File: src/rtl/tpg_pkg.sv
package tpg_pkg;

    typedef enum logic [1:0] {
        ST_IDLE = 2'd0,
        ST_LOAD = 2'd1,
        ST_RUN  = 2'd2,
        ST_DONE = 2'd3
    } tpg_state_e;

    // Selector code driving every per-bit four-way mux.
    typedef enum logic [1:0] {
        MODE_HOLD  = 2'd0,
        MODE_LOAD  = 2'd1,
        MODE_RING  = 2'd2,
        MODE_TWIST = 2'd3
    } tpg_mode_e;

endpackage

File: src/rtl/tpg_seed_rom.sv
module tpg_seed_rom #(
    parameter int unsigned WIDTH     = 8,
    parameter int unsigned NUM_SEEDS = 4,
    parameter int unsigned IDX_W     = 2,
    parameter logic [NUM_SEEDS*WIDTH-1:0] SEED_TABLE = '0
) (
    input  logic [IDX_W-1:0] idx_i,
    output logic [WIDTH-1:0] seed_o
);

    logic [WIDTH-1:0] entry [NUM_SEEDS];

    for (genvar k = 0; k < NUM_SEEDS; k++) begin : g_entry
        assign entry[k] = SEED_TABLE[k*WIDTH +: WIDTH];
    end

    always_comb begin
        seed_o = '0;
        for (int k = 0; k < NUM_SEEDS; k++) begin
            if (idx_i == IDX_W'(k)) begin
                seed_o = entry[k];
            end
        end
    end

endmodule

File: src/rtl/tpg_sequencer.sv
module tpg_sequencer
    import tpg_pkg::*;
#(
    parameter int unsigned WIDTH     = 8,
    parameter int unsigned NUM_SEEDS = 4,
    parameter int unsigned IDX_W     = 2
) (
    input  logic             clk_i,
    input  logic             rst_ni,
    input  logic             start_i,
    output tpg_mode_e        mode_o,
    output logic [IDX_W-1:0] seed_idx_o,
    output logic             valid_o,
    output logic             done_o
);

    localparam int unsigned RUN_LEN = 3 * WIDTH;
    localparam int unsigned PHASE_W = $clog2(RUN_LEN);
    localparam logic [PHASE_W-1:0] LAST_PHASE = PHASE_W'(RUN_LEN - 1);
    localparam logic [PHASE_W-1:0] TWIST_FROM = PHASE_W'(WIDTH);
    localparam logic [IDX_W-1:0]   LAST_IDX   = IDX_W'(NUM_SEEDS - 1);

    typedef struct packed {
        tpg_state_e         st;
        logic [IDX_W-1:0]   idx;
        logic [PHASE_W-1:0] phase;
    } seq_t;

    seq_t seq_d, seq_q;

    always_comb begin
        seq_d  = seq_q;
        mode_o = MODE_HOLD;
        unique case (seq_q.st)
            ST_IDLE: mode_o = MODE_HOLD;
            ST_LOAD: begin
                mode_o      = MODE_LOAD;
                seq_d.st    = ST_RUN;
                seq_d.phase = '0;
            end
            ST_RUN: begin
                mode_o = (seq_q.phase < TWIST_FROM) ? MODE_RING : MODE_TWIST;
                if (seq_q.phase == LAST_PHASE) begin
                    seq_d.phase = '0;
                    if (seq_q.idx == LAST_IDX) begin
                        seq_d.st = ST_DONE;
                    end else begin
                        seq_d.idx = seq_q.idx + 1'b1;
                        seq_d.st  = ST_LOAD;
                    end
                end else begin
                    seq_d.phase = seq_q.phase + 1'b1;
                end
            end
            ST_DONE: mode_o = MODE_HOLD;
            default: mode_o = MODE_HOLD;
        endcase
        if (start_i) begin
            seq_d.st    = ST_LOAD;
            seq_d.idx   = '0;
            seq_d.phase = '0;
        end
    end

    always_ff @(posedge clk_i or negedge rst_ni) begin
        if (!rst_ni) begin
            seq_q <= '{st: ST_IDLE, idx: '0, phase: '0};
        end else begin
            seq_q <= seq_d;
        end
    end

    assign seed_idx_o = seq_q.idx;
    assign valid_o    = (seq_q.st == ST_RUN);
    assign done_o     = (seq_q.st == ST_DONE);

endmodule

File: src/rtl/tpg_shift_reg.sv
module tpg_shift_reg
    import tpg_pkg::*;
#(
    parameter int unsigned WIDTH = 8
) (
    input  logic             clk_i,
    input  logic             rst_ni,
    input  tpg_mode_e        mode_i,
    input  logic [WIDTH-1:0] seed_i,
    output logic [WIDTH-1:0] pattern_o
);

    logic [WIDTH-1:0] reg_d, reg_q;
    logic [WIDTH-1:0] bit_nxt;

    for (genvar i = 0; i < WIDTH; i++) begin : g_bit
        logic ring_in, twist_in;
        if (i == 0) begin : g_head
            assign ring_in  = reg_q[WIDTH-1];
            assign twist_in = ~reg_q[WIDTH-1];
        end else begin : g_body
            assign ring_in  = reg_q[i-1];
            assign twist_in = reg_q[i-1];
        end
        always_comb begin
            unique case (mode_i)
                MODE_LOAD:  bit_nxt[i] = seed_i[i];
                MODE_RING:  bit_nxt[i] = ring_in;
                MODE_TWIST: bit_nxt[i] = twist_in;
                default:    bit_nxt[i] = reg_q[i];
            endcase
        end
    end

    always_comb begin
        reg_d = bit_nxt;
    end

    always_ff @(posedge clk_i or negedge rst_ni) begin
        if (!rst_ni) begin
            reg_q <= '0;
        end else begin
            reg_q <= reg_d;
        end
    end

    assign pattern_o = reg_q;

endmodule

File: src/rtl/tpg_johnson_gen.sv
module tpg_johnson_gen
    import tpg_pkg::*;
#(
    parameter int unsigned WIDTH     = 8,
    parameter int unsigned NUM_SEEDS = 4,
    parameter logic [NUM_SEEDS*WIDTH-1:0] SEED_TABLE =
        {NUM_SEEDS{ {WIDTH{1'b1}} >> (WIDTH / 2) }}
) (
    input  logic             clk_i,
    input  logic             rst_ni,
    input  logic             start_i,
    output logic [WIDTH-1:0] pattern_o,
    output logic             valid_o,
    output logic             done_o
);

    localparam int unsigned IDX_W = (NUM_SEEDS > 1) ? $clog2(NUM_SEEDS) : 1;

    tpg_mode_e        mode;
    logic [IDX_W-1:0] seed_idx;
    logic [WIDTH-1:0] seed;

    tpg_sequencer #(
        .WIDTH     (WIDTH),
        .NUM_SEEDS (NUM_SEEDS),
        .IDX_W     (IDX_W)
    ) u_seq (
        .clk_i      (clk_i),
        .rst_ni     (rst_ni),
        .start_i    (start_i),
        .mode_o     (mode),
        .seed_idx_o (seed_idx),
        .valid_o    (valid_o),
        .done_o     (done_o)
    );

    tpg_seed_rom #(
        .WIDTH      (WIDTH),
        .NUM_SEEDS  (NUM_SEEDS),
        .IDX_W      (IDX_W),
        .SEED_TABLE (SEED_TABLE)
    ) u_rom (
        .idx_i  (seed_idx),
        .seed_o (seed)
    );

    tpg_shift_reg #(
        .WIDTH (WIDTH)
    ) u_reg (
        .clk_i     (clk_i),
        .rst_ni    (rst_ni),
        .mode_i    (mode),
        .seed_i    (seed),
        .pattern_o (pattern_o)
    );

endmodule

File: config.mk
export PLATFORM = sky130hd
export DESIGN_NAME = tpg_johnson_gen
export DESIGN_NICKNAME = d
export VERILOG_FILES = /design/src/rtl/tpg_pkg.sv /design/src/rtl/tpg_seed_rom.sv /design/src/rtl/tpg_sequencer.sv /design/src/rtl/tpg_shift_reg.sv /design/src/rtl/tpg_johnson_gen.sv
export SDC_FILE = /design/constraint.sdc
export NUM_CORES = 1
export LEC_CHECK = 0
export BUFFER_PORTS_ARGS = -buffer_cell sky130_fd_sc_hd__buf_2
export CAP_MARGIN = 10
export CORE_MARGIN = 2
export CORE_UTILIZATION = 35
export CTS_CLUSTER_DIAMETER = 50
export DETAILED_ROUTE_END_ITERATION = 8
export PLACE_DENSITY_LB_ADDON = 0.05
export SETUP_SLACK_MARGIN = 0.3
export SLEW_MARGIN = 10
export SYNTH_ARGS = -nofsm -noshare
export SYNTH_HDL_FRONTEND = slang
export SYNTH_SLANG_ARGS = --single-unit
File: constraint.sdc
create_clock -name clk_i -period 2.1 [get_ports clk_i]
set_input_delay 0.42 -clock clk_i [delete_from_list [all_inputs] [get_ports clk_i]]
set_output_delay 0.42 -clock clk_i [all_outputs]
set_load 0.02 [all_outputs]
==> flow_summary_export.csv <==
group,metric,value,unit
clock_network,root_buffer,"clkbuf_4",
die,die_width,54.2,µm
yosys,synth_top_area_share,48.2,%
yosys,synth-seq-cells,17,
die,core.rowCount,18,
place,portBuffers,12,
power,seqPwrFrac,49.9,%
sta,finalClockSkew,16.6,ps
power,p_clk_share,24.4,%
worst_hold_path,hold_class,"input pin to asynchronous set/reset pin",
flow_run,drv_cap,0,
sta,final_hold_viol_count,0,
power,p_switching,244,µW
sta,fmax,592,MHz
place,place_inst,127,
die,initial_core_util,36.3,%
yosys,syn_nets,96,
layout,nets,110,
drt,vias,625,
sta,maxSlewViolCount,0,
clock_network,cts-buffers-inserted,3,
drt,dr.pass1.iters,3,
clock_network,postCtsSetupBuffers,0,
power,switching_share,33.4,%
yosys,synthTopCellsByArea,"dfrtp_1, ha_1, nand2_1, a21oi_1, a31oi_1",
critical_path,crit_required,1680,ps
layout,area_growth,14.5,%
drt,vias_per_cell,4.77,
clock_network,clock_latency,300,ps
grt,grt_pass1_wl,2720,µm
run_status,status,"completed",
critical_path,worstPathMaxFanout,13,
grt,grt_max_degree,18,
yosys,yosysSeqAreaShare,48.2,%
sta,finalSetupViolCount,0,
power,internal_power,487,µW
clock_network,cts_tree,"done",
layout,layout-drive-gt1-share,22.8,%
layout,fillCellCount,265,
place,dpl.hpwl,1170,µm
power,peakVddDrop,362,µV
grt,track_usage,13.9,%
sta,relSlewSlack,73.0,%
clock_network,clock_path_buffers,2,
sta,tns,0,ps
die,chipHeight,54.2,µm
die,dieArea,2940,µm²
drt,first_iter_violations,5,
power,leakage,0.498,nW
critical_path,critPathLaunch,"u_seq.seq_q[7]",
yosys,syn_area_per_cell,10.0,µm²
grt,overflow,0,
sta,fin_crit_sh,80.4,%
yosys,syn-cell-area,882,µm²
yosys,synth_flop_cell,"dfrtp_1",
die,fp.coreArea,2430,µm²
clock_network,clkSlewWorstSetupHoldPaths,110,ps
clock_network,cts.sinks,17,
grt,antenna_found_initial,0,
critical_path,crit_arrival,1270,ps
yosys,synth_top_area_cell,"dfrtp_1",
die,num_io_pins,13,
power,p_per_area,724,nW/µm²
yosys,synth_commonest_cells,"dfrtp_1, nand2_1",
yosys,yosysMostFrequentCell,"dfrtp_1",
drt,wl,1650,µm
sta,layout_min_cycle_time,1690,ps
yosys,yosysWarnings,0,
critical_path,start_kind,"register",
sta,worst-slew-pin-transition,404,ps
critical_path,worstSetupEndpointType,"output pin",
critical_path,r2r_start,"u_seq.seq_q[0]",
layout,final_core_util,41.5,%
drt,post_drt_wl_per_cell,12.6,µm
sta,rsz0062_at_grt,"false",
drt,ant_nets,0,
power,p_comb_share,25.7,%
grt,grt_pass1_vias,557,
yosys,synth_edf_count,0,
place,gp_congestion,0.747,
layout,n_antenna_cell,0,
layout,fin_cells,131,
critical_path,criticalPathCategory,"register to output pin",
yosys,synthArstFlopShare,100,%
yosys,synth_cell_types,28,
drt,post-route-drc-count,0,
clock_network,htreeDepth,1,
yosys,syn_inst,88,
-- worst max-delay path, stage by stage, from the launching register on --
cell	delay [ps]
dfrtp_1	420
inv_1	140
ha_4	230
buf_2	190
-- metal layers --
layer	track usage, %	vias to the layer above	part of all wire (%)
li1	-	327	-
met1	18.4	285	51
met2	19.3	9	42
met3	3.61	4	3.9
met4	10.0	0	3.1
met5	0	-	0
-- cell type report --
cell class | count | area, µm² | area share (%)
repair buffers | 13 | 67.6 | 6.69
well taps | 30 | 37.5 | 3.72
multi-input cells | 62 | 433 | 42.9
inverters | 5 | 18.8 | 1.86
clock buffers | 3 | 22.5 | 2.23
flip-flops and latches | 17 | 425 | 42.1
clock inverters | 1 | 5.00 | 0.496
-- flip-flops by register name, summed over array words and instances (netlist names) --
name / cells
u_seq.seed_idx_o: 2
u_reg.pattern_o: 8
u_seq.seq_q: 7
-- cell usage in the layout (no fill, tap or decap), drive strengths merged --
cell and instances:
a2111oi 1, a21o 1, a21oi 5, a31oi 4
and3 3, buf 13, clkbuf 3, clkinv 1
dfrtp 17, ha 5, inv 5, mux2 1
mux2i 1, nand2 14, nand2b 2, nand3 1
nand3b 2, nand4b 2, nor2 5, nor2b 2
nor3 1, nor3b 3, o21ai 5, o21bai 1
or2 1, or3 1, xor2 1
-- power groups by stage --
stage | Clock [mW] | Sequential [mW] | Combinational [mW]
global placement | 0 | 0.369 | 0.175
CTS | 0.192 | 0.363 | 0.179
global route | 0.207 | 0.368 | 0.211
detailed placement | 0 | 0.369 | 0.175
floorplan | 0 | 0.378 | 0.115
finish | 0.178 | 0.365 | 0.188
-- worst paths after layout --
path	end	slack [ps]	cells past startpoint
worst max-delay path	valid_o	410	3
worst min-delay path	u_seq.seq_q[1]	30	1
worst max register to register	u_seq.seed_idx_o[0]	560	4
worst min register to register	u_reg.pattern_o[6]	520	2
max in group asynchronous	u_reg.pattern_o[6]	1770	1
min in group clk_i	u_seq.seq_q[8]	400	2
-- logic make-up after synthesis --
group / count (synthesis) / synth area share [%]
AO/OA/AOI/OAI: 17 / 11.9
XOR/XNOR: 1 / 0.993
adder cells (fa/ha/maj): 5 / 7.09
buffers and inverters: 9 / 4.11
flip-flops: 17 / 48.2
multiplexers: 2 / 2.84
AND/OR/NAND/NOR: 37 / 24.8
-- stage by stage --
stage               worst slack (ps)  hold WS (ps)  total power [mW]  cell area [µm²]
floorplan                        554           124             0.493              882
global placement                 471           375             0.544              970
detailed placement               431           379             0.544              970
CTS                              314          32.8             0.734             1000
global route                     342          47.4             0.787             1010
finish                           411          32.0             0.731             1010
-- repair_timing --
action | in CTS | in global routing
endpoints found under the setup margin | 1 | 1
resized for setup | 1 | 1
hold buffers | 0 | 0
No activity file was read; power rests on OpenSTA's default activity.
